<file path="config.mk">
export PLATFORM = sky130hd
export DESIGN_NAME = dma_rd_chan
export DESIGN_NICKNAME = d
export VERILOG_FILES = /design/src/rtl/dma_rd_pkg.sv /design/src/rtl/dma_rd_fifo.sv /design/src/rtl/dma_rd_burst.sv /design/src/rtl/dma_rd_chan.sv
export SDC_FILE = /design/constraint.sdc
export NUM_CORES = 2
export LEC_CHECK = 0
export ABC_AREA = 0
export BUFFER_PORTS_ARGS = -buffer_cell sky130_fd_sc_hd__buf_2
export CAP_MARGIN = 15
export CORE_MARGIN = 5
export CORE_UTILIZATION = 55
export DETAILED_ROUTE_END_ITERATION = 12
export GPL_ROUTABILITY_DRIVEN = 0
export PLACE_DENSITY = 0.76
export SYNTH_ARGS = -nofsm -noshare
export SYNTH_HDL_FRONTEND = slang
export SYNTH_SLANG_ARGS = --single-unit
</file>
<file path="constraint.sdc">
create_clock -name clk -period 9.3 [get_ports clk]
set_input_delay 1.86 -clock clk [delete_from_list [all_inputs] [get_ports clk]]
set_output_delay 1.86 -clock clk [all_outputs]
set_load 0.03 [all_outputs]
</file>
<file path="src/rtl/dma_rd_pkg.sv">
package dma_rd_pkg;

    localparam int WORD_W    = 32;
    localparam int BURST_MAX = 16;
    localparam int OUT_LIMIT = 9;

    typedef enum logic [1:0] {
        BURST_FIXED = 2'b00,
        BURST_INCR  = 2'b01
    } burst_e;

    typedef struct packed {
        logic [31:0] addr;
        logic [3:0]  len;
        burst_e      kind;
    } ar_req_t;

    function automatic logic [WORD_W-1:0] swap_bytes(input logic [WORD_W-1:0] w);
        return {w[7:0], w[15:8], w[23:16], w[31:24]};
    endfunction

    function automatic logic [3:0] clamp_out(input logic [3:0] m);
        if (m == 4'd0)
            return 4'd1;
        if (m > 4'(OUT_LIMIT))
            return 4'(OUT_LIMIT);
        return m;
    endfunction

    // words left before the next 4 KB page edge, from the word offset in the page
    function automatic logic [10:0] words_to_page(input logic [9:0] word_off);
        return 11'd1024 - {1'b0, word_off};
    endfunction

endpackage

</file>
<file path="src/rtl/dma_rd_fifo.sv">
module dma_rd_fifo #(
    parameter int DEPTH = 128,
    parameter int W     = 32,
    localparam int AW   = $clog2(DEPTH),
    localparam int CW   = AW + 1
) (
    input  logic          clk,
    input  logic          rst,
    input  logic          push,
    input  logic [W-1:0]  push_data,
    input  logic          pop,
    output logic [W-1:0]  head_data,
    output logic          not_empty,
    output logic [CW-1:0] count
);

    logic [W-1:0]  store [DEPTH];
    logic [AW-1:0] wr_ptr, rd_ptr;

    always_ff @(posedge clk) begin
        if (push)
            store[wr_ptr] <= push_data;
    end

    always_ff @(posedge clk) begin
        if (rst) begin
            wr_ptr <= '0;
            rd_ptr <= '0;
            count  <= '0;
        end else begin
            if (push)
                wr_ptr <= wr_ptr + AW'(1);
            if (pop)
                rd_ptr <= rd_ptr + AW'(1);
            case ({push, pop})
                2'b10:   count <= count + CW'(1);
                2'b01:   count <= count - CW'(1);
                default: count <= count;
            endcase
        end
    end

    assign head_data = store[rd_ptr];
    assign not_empty = (count != '0);

endmodule

</file>
<file path="src/rtl/dma_rd_burst.sv">
module dma_rd_burst
    import dma_rd_pkg::*;
#(
    parameter int LEN_W = 16,
    parameter int DEPTH = 128,
    localparam int CW   = $clog2(DEPTH) + 1
) (
    input  logic             clk,
    input  logic             rst,
    input  logic             load,
    input  logic [31:0]      base_addr,
    input  logic [LEN_W-1:0] total_words,
    input  logic             fixed,
    input  logic [3:0]       max_out,
    input  logic [CW-1:0]    fifo_count,
    input  logic             beat,
    input  logic             beat_last,
    input  logic             ar_ready,
    output ar_req_t          req,
    output logic             ar_valid
);

    logic [31:0]      cur_addr;
    logic [LEN_W-1:0] left;
    logic             fixed_q;
    logic [3:0]       in_flight;
    logic [CW-1:0]    owed;

    logic [10:0] limit;
    logic [4:0]  blen;
    logic        room, issue;

    always_comb begin
        limit = 11'(BURST_MAX);
        if (!fixed_q && words_to_page(cur_addr[11:2]) < limit)
            limit = words_to_page(cur_addr[11:2]);
        if (32'(left) < 32'(limit))
            limit = 11'(left);
        blen  = limit[4:0];
        room  = (32'(fifo_count) + 32'(owed) + 32'(blen)) <= 32'(DEPTH);
        issue = !ar_valid && (left != '0) && (in_flight < clamp_out(max_out)) && room;
    end

    always_ff @(posedge clk) begin
        if (rst) begin
            cur_addr  <= '0;
            left      <= '0;
            fixed_q   <= 1'b0;
            in_flight <= '0;
            owed      <= '0;
            ar_valid  <= 1'b0;
            req       <= '{addr: '0, len: '0, kind: BURST_INCR};
        end else begin
            if (ar_valid && ar_ready)
                ar_valid <= 1'b0;
            if (load) begin
                cur_addr <= base_addr;
                left     <= total_words;
                fixed_q  <= fixed;
            end else if (issue) begin
                ar_valid <= 1'b1;
                req.addr <= cur_addr;
                req.len  <= 4'(blen - 5'd1);
                req.kind <= fixed_q ? BURST_FIXED : BURST_INCR;
                left     <= left - LEN_W'(blen);
                if (!fixed_q)
                    cur_addr <= cur_addr + 32'({blen, 2'b00});
            end
            in_flight <= in_flight + 4'(issue) - 4'(beat && beat_last);
            owed      <= owed + (issue ? CW'(blen) : CW'(0)) - CW'(beat);
        end
    end

endmodule

</file>
<file path="src/rtl/dma_rd_chan.sv">
module dma_rd_chan
    import dma_rd_pkg::*;
#(
    parameter int LEN_W = 16,
    parameter int DEPTH = 128,
    parameter int TO_W  = 16,
    parameter int ID_W  = 4,
    localparam int CW   = $clog2(DEPTH) + 1
) (
    input  logic             clk,
    input  logic             rst,
    input  logic             cmd_start,
    input  logic [31:0]      cmd_addr,
    input  logic [LEN_W-1:0] cmd_words,
    input  logic             cmd_fixed,
    input  logic             cmd_swap,
    input  logic [3:0]       cfg_max_out,
    input  logic [TO_W-1:0]  cfg_timeout,
    output logic             busy,
    output logic             done,
    output logic             timeout_err,
    output logic [ID_W-1:0]  ar_id,
    output logic [31:0]      ar_addr,
    output logic [3:0]       ar_len,
    output logic [2:0]       ar_size,
    output logic [1:0]       ar_burst,
    output logic [2:0]       ar_prot,
    output logic             ar_valid,
    input  logic             ar_ready,
    input  logic [31:0]      r_data,
    input  logic             r_last,
    input  logic             r_valid,
    output logic             r_ready,
    output logic [31:0]      st_data,
    output logic             st_valid,
    output logic             st_last,
    input  logic             st_ready
);

    logic             accept, pop, beat, progress;
    logic             swap_q;
    logic [LEN_W-1:0] out_left;
    logic [TO_W-1:0]  stall_cnt;
    logic [CW-1:0]    fifo_count;
    logic [31:0]      push_word;
    ar_req_t          req;

    assign accept    = cmd_start && !busy && (cmd_words != '0);
    assign beat      = r_valid && r_ready;
    assign pop       = st_valid && st_ready;
    assign progress  = (ar_valid && ar_ready) || beat || pop;
    assign r_ready   = 1'b1;
    assign push_word = swap_q ? swap_bytes(r_data) : r_data;

    dma_rd_burst #(.LEN_W(LEN_W), .DEPTH(DEPTH)) u_burst (
        .clk         (clk),
        .rst         (rst),
        .load        (accept),
        .base_addr   (cmd_addr),
        .total_words (cmd_words),
        .fixed       (cmd_fixed),
        .max_out     (cfg_max_out),
        .fifo_count  (fifo_count),
        .beat        (beat),
        .beat_last   (r_last),
        .ar_ready    (ar_ready),
        .req         (req),
        .ar_valid    (ar_valid)
    );

    dma_rd_fifo #(.DEPTH(DEPTH), .W(WORD_W)) u_fifo (
        .clk       (clk),
        .rst       (rst),
        .push      (beat),
        .push_data (push_word),
        .pop       (pop),
        .head_data (st_data),
        .not_empty (st_valid),
        .count     (fifo_count)
    );

    assign ar_id    = '0;
    assign ar_addr  = req.addr;
    assign ar_len   = req.len;
    assign ar_burst = req.kind;
    assign ar_size  = 3'b010;
    assign ar_prot  = 3'b000;
    assign st_last  = st_valid && (out_left == LEN_W'(1));

    always_ff @(posedge clk) begin
        if (rst) begin
            busy     <= 1'b0;
            done     <= 1'b0;
            swap_q   <= 1'b0;
            out_left <= '0;
        end else if (accept) begin
            busy     <= 1'b1;
            done     <= 1'b0;
            swap_q   <= cmd_swap;
            out_left <= cmd_words;
        end else if (busy && pop) begin
            out_left <= out_left - LEN_W'(1);
            if (out_left == LEN_W'(1)) begin
                busy <= 1'b0;
                done <= 1'b1;
            end
        end
    end

    always_ff @(posedge clk) begin
        if (rst) begin
            stall_cnt   <= '0;
            timeout_err <= 1'b0;
        end else if (accept) begin
            stall_cnt   <= '0;
            timeout_err <= 1'b0;
        end else if (!busy || progress) begin
            stall_cnt <= '0;
        end else if (cfg_timeout != '0 && !timeout_err) begin
            if (stall_cnt == cfg_timeout - TO_W'(1))
                timeout_err <= 1'b1;
            else
                stall_cnt <= stall_cnt + TO_W'(1);
        end
    end

endmodule

</file>
==> metrics <==
status finished clean; CP required 10110 ps; reg2reg setup slack 640 ps; setup TNS 0 ps; Synth area leader edfxtp_1; Power, Total slightly below 50000 uW; dominant cell by count in the synthesized netlist edfxtp_1; final slew viol count 0; Max Clock Freq 115 MHz; worst hold slack between 400 and 500 ps; critical path launch point u_burst.cur_addr[2]; Wirelength per Cell 36.7 um; Die Span X about 560 um; Non-Filler Instances 12.1k; number of DRC markers in iteration 0 13.5k; Nets 7941; clock sinks 4260; GRT Total Usage 28.0%; FF+latch count, synth 4260; synth warn 0; Primary FF master, synth edfxtp_1; H-Tree Depth 5; share of cells above drive strength 1 30.8%; total gr overflow 0; Synth Instances 7322; DRT antenna net count 0; CTS tree yes; largest net degree at the start of global routing 133; io pins between 150 and 200; Post-Route WL roughly 440000 um; crit path to u_burst.owed[7]; pwr dens 260 nW/um^2; worst r2r src u_burst.cur_addr[2]; Vias 84.0k; Post-Synthesis Cell Area 166000 um^2; synth cell count leaders 4096 x edfxtp_1, 1312 x mux4_2, 257 x nor2_1; Cells after DPL about 11k; Avg Synthesized Cell Area 22.7 um^2; Worst Setup Start Kind flop; HP Class reg -> reg; Starting Density 55.3%; 1st-pass router iterations 6; crit-path max FO 88; count of final hold-check violations 0; fin crit share a little over 90%; initial antenna violation count 39; final setup vio count 0; Critical R2R Capture u_burst.owed[7]; vias in the first global route 85.6k; Slowest-stage cell, CP a2111oi_2; via density per instance ~7; num rows 201; clk buf depth 4; core area between 300000 and 400000 um^2; crit-path max cell delay 850 ps; MaxCap Viol Count 0; share of synthesized registers carrying an async set or reset 0%; Reg2Reg Depth 32; first-pass GRT wire length 628000 um; die area 313000 um^2; Crit Path Class reg -> reg; Area Overhead vs Synth 12.4%; Post-CTS Resized 0; root buffer cell clkbuf_16; sequential-to-total area share from yosys stat 76.0%; Leakage 0.0565 uW; Worst Max-Slew Pin Slew ~1400 ps; worst path arrival time ~9500 ps; Worst-path clk slew 60 ps; Rel. slew slack under 10%; top post-synthesis cells by area edfxtp_1 74%, mux4_2 18%, dfxtp_1 2.0%, nor2_1 0.58%, clkbuf_1 0.56%; CTS Buf Count 407; fill count around 19k; Setup crit end kind flop; Hold Buf Count CTS 0; skew final 72.3 ps; Post-synth EDFFs between 4k and 5k; # DRC 0; min-delay src u_burst.cur_addr[0]; count of cell types in the netlist between 70 and 80; die height 560 um; min cycle time layout around 8700 ps; top cell type's share of synthesized area 74.1%; peak supply drop 0.271 mV; RSZ-0062 raised after global routing false; Worst-Skew Late Latency 960 ps; I/O Buffers 183; setup bufs post-CTS 0; DP HPWL approximately 230000 um
how the worst min path moves through the flow:
stage	end	slack, ps	cells past startpoint
global route	u_burst.req[6]	480	2
CTS	u_burst.req[6]	460	2
detailed placement	u_burst.req[6]	450	2
floorplan	u_burst.req[6]	430	2
global placement	u_burst.req[7]	440	2
finish	u_burst.req[6]	470	2
layout by cell type (no fill, tap or decap), drive strengths merged, types with 87 or more instances in the layout:
master / instances
dfxtp: 164
clkinv: 187
buf: 415
edfxtp: 4096
mux4: 1312
a21oi: 94
inv: 87
nand2: 137
nor2: 257
clkbuf: 499
routing by layer:
metal / vias to the layer above / global-route usage [%] / wire length, um
met2: 6776 / 44.4 / 215000
met1: 44000 / 37.0 / 149000
met4: 8 / 12.9 / 23200
met5: - / 0 / 55
met3: 1145 / 7.22 / 55300
li1: 32000 / - / -
registers in the layout, indices dropped and copies added, names as in the netlist, 8 cells and up, named ones only:
signal	cells
out_left	16
u_burst.left	16
u_fifo.count	8
u_burst.req	37
stall_cnt	16
u_burst.cur_addr	32
u_fifo.store	4096
u_burst.owed	8
logic make-up after synthesis:
| family | share of synthesized area, % |
|---|---|
| buffers and inverters | 1.20 |
| XOR/XNOR | 0.301 |
| flip-flops | 76.0 |
| AO/OA/AOI/OAI | 1.48 |
| multiplexers | 18.5 |
| AND/OR/NAND/NOR | 1.88 |
| adder cells (fa/ha/maj) | 0.615 |
| other | 0.00452 |
final cells by class:
class | count | area [um^2] | share of cell area (%)
well taps | 3958 | 4950 | 2.65
inverters | 76 | 285 | 0.153
clock buffers | 499 | 10700 | 5.73
multi-input cells | 2597 | 39000 | 20.9
clock inverters | 246 | 2350 | 1.26
repair buffers | 415 | 3050 | 1.63
flip-flops and latches | 4260 | 126000 | 67.6
diodes | 20 | 50.0 | 0.0268
report_power, final:
part | leakage (uW) | internal [uW] | total (uW) | switching (uW)
sequential | 0.0382 | 21300 | 21600 | 241
combinational | 0.0120 | 4730 | 10500 | 5770
clock | 0.00638 | 9220 | 16400 | 7180
through the flow:
stage / setup WS, ps / util, % / cell area (um^2)
floorplan: 1360 / - / 166000
global placement: 1160 / 57.8 / 174000
detailed placement: 949 / 57.8 / 174000
CTS: 891 / 62.1 / 187000
global route: 125 / 62.2 / 187000
finish: 642 / 62.2 / 187000
worst max-delay path, delay by kind of cell, from the launching register on:
family | cells | cell delay (ps)
simple gates | 7 | 1190
buf+inv | 5 | 1200
mux | 2 | 630
fa+ha+maj | 5 | 1660
flops | 1 | 400
compound gates | 13 | 3440
Power figures use the tool's default switching activity.
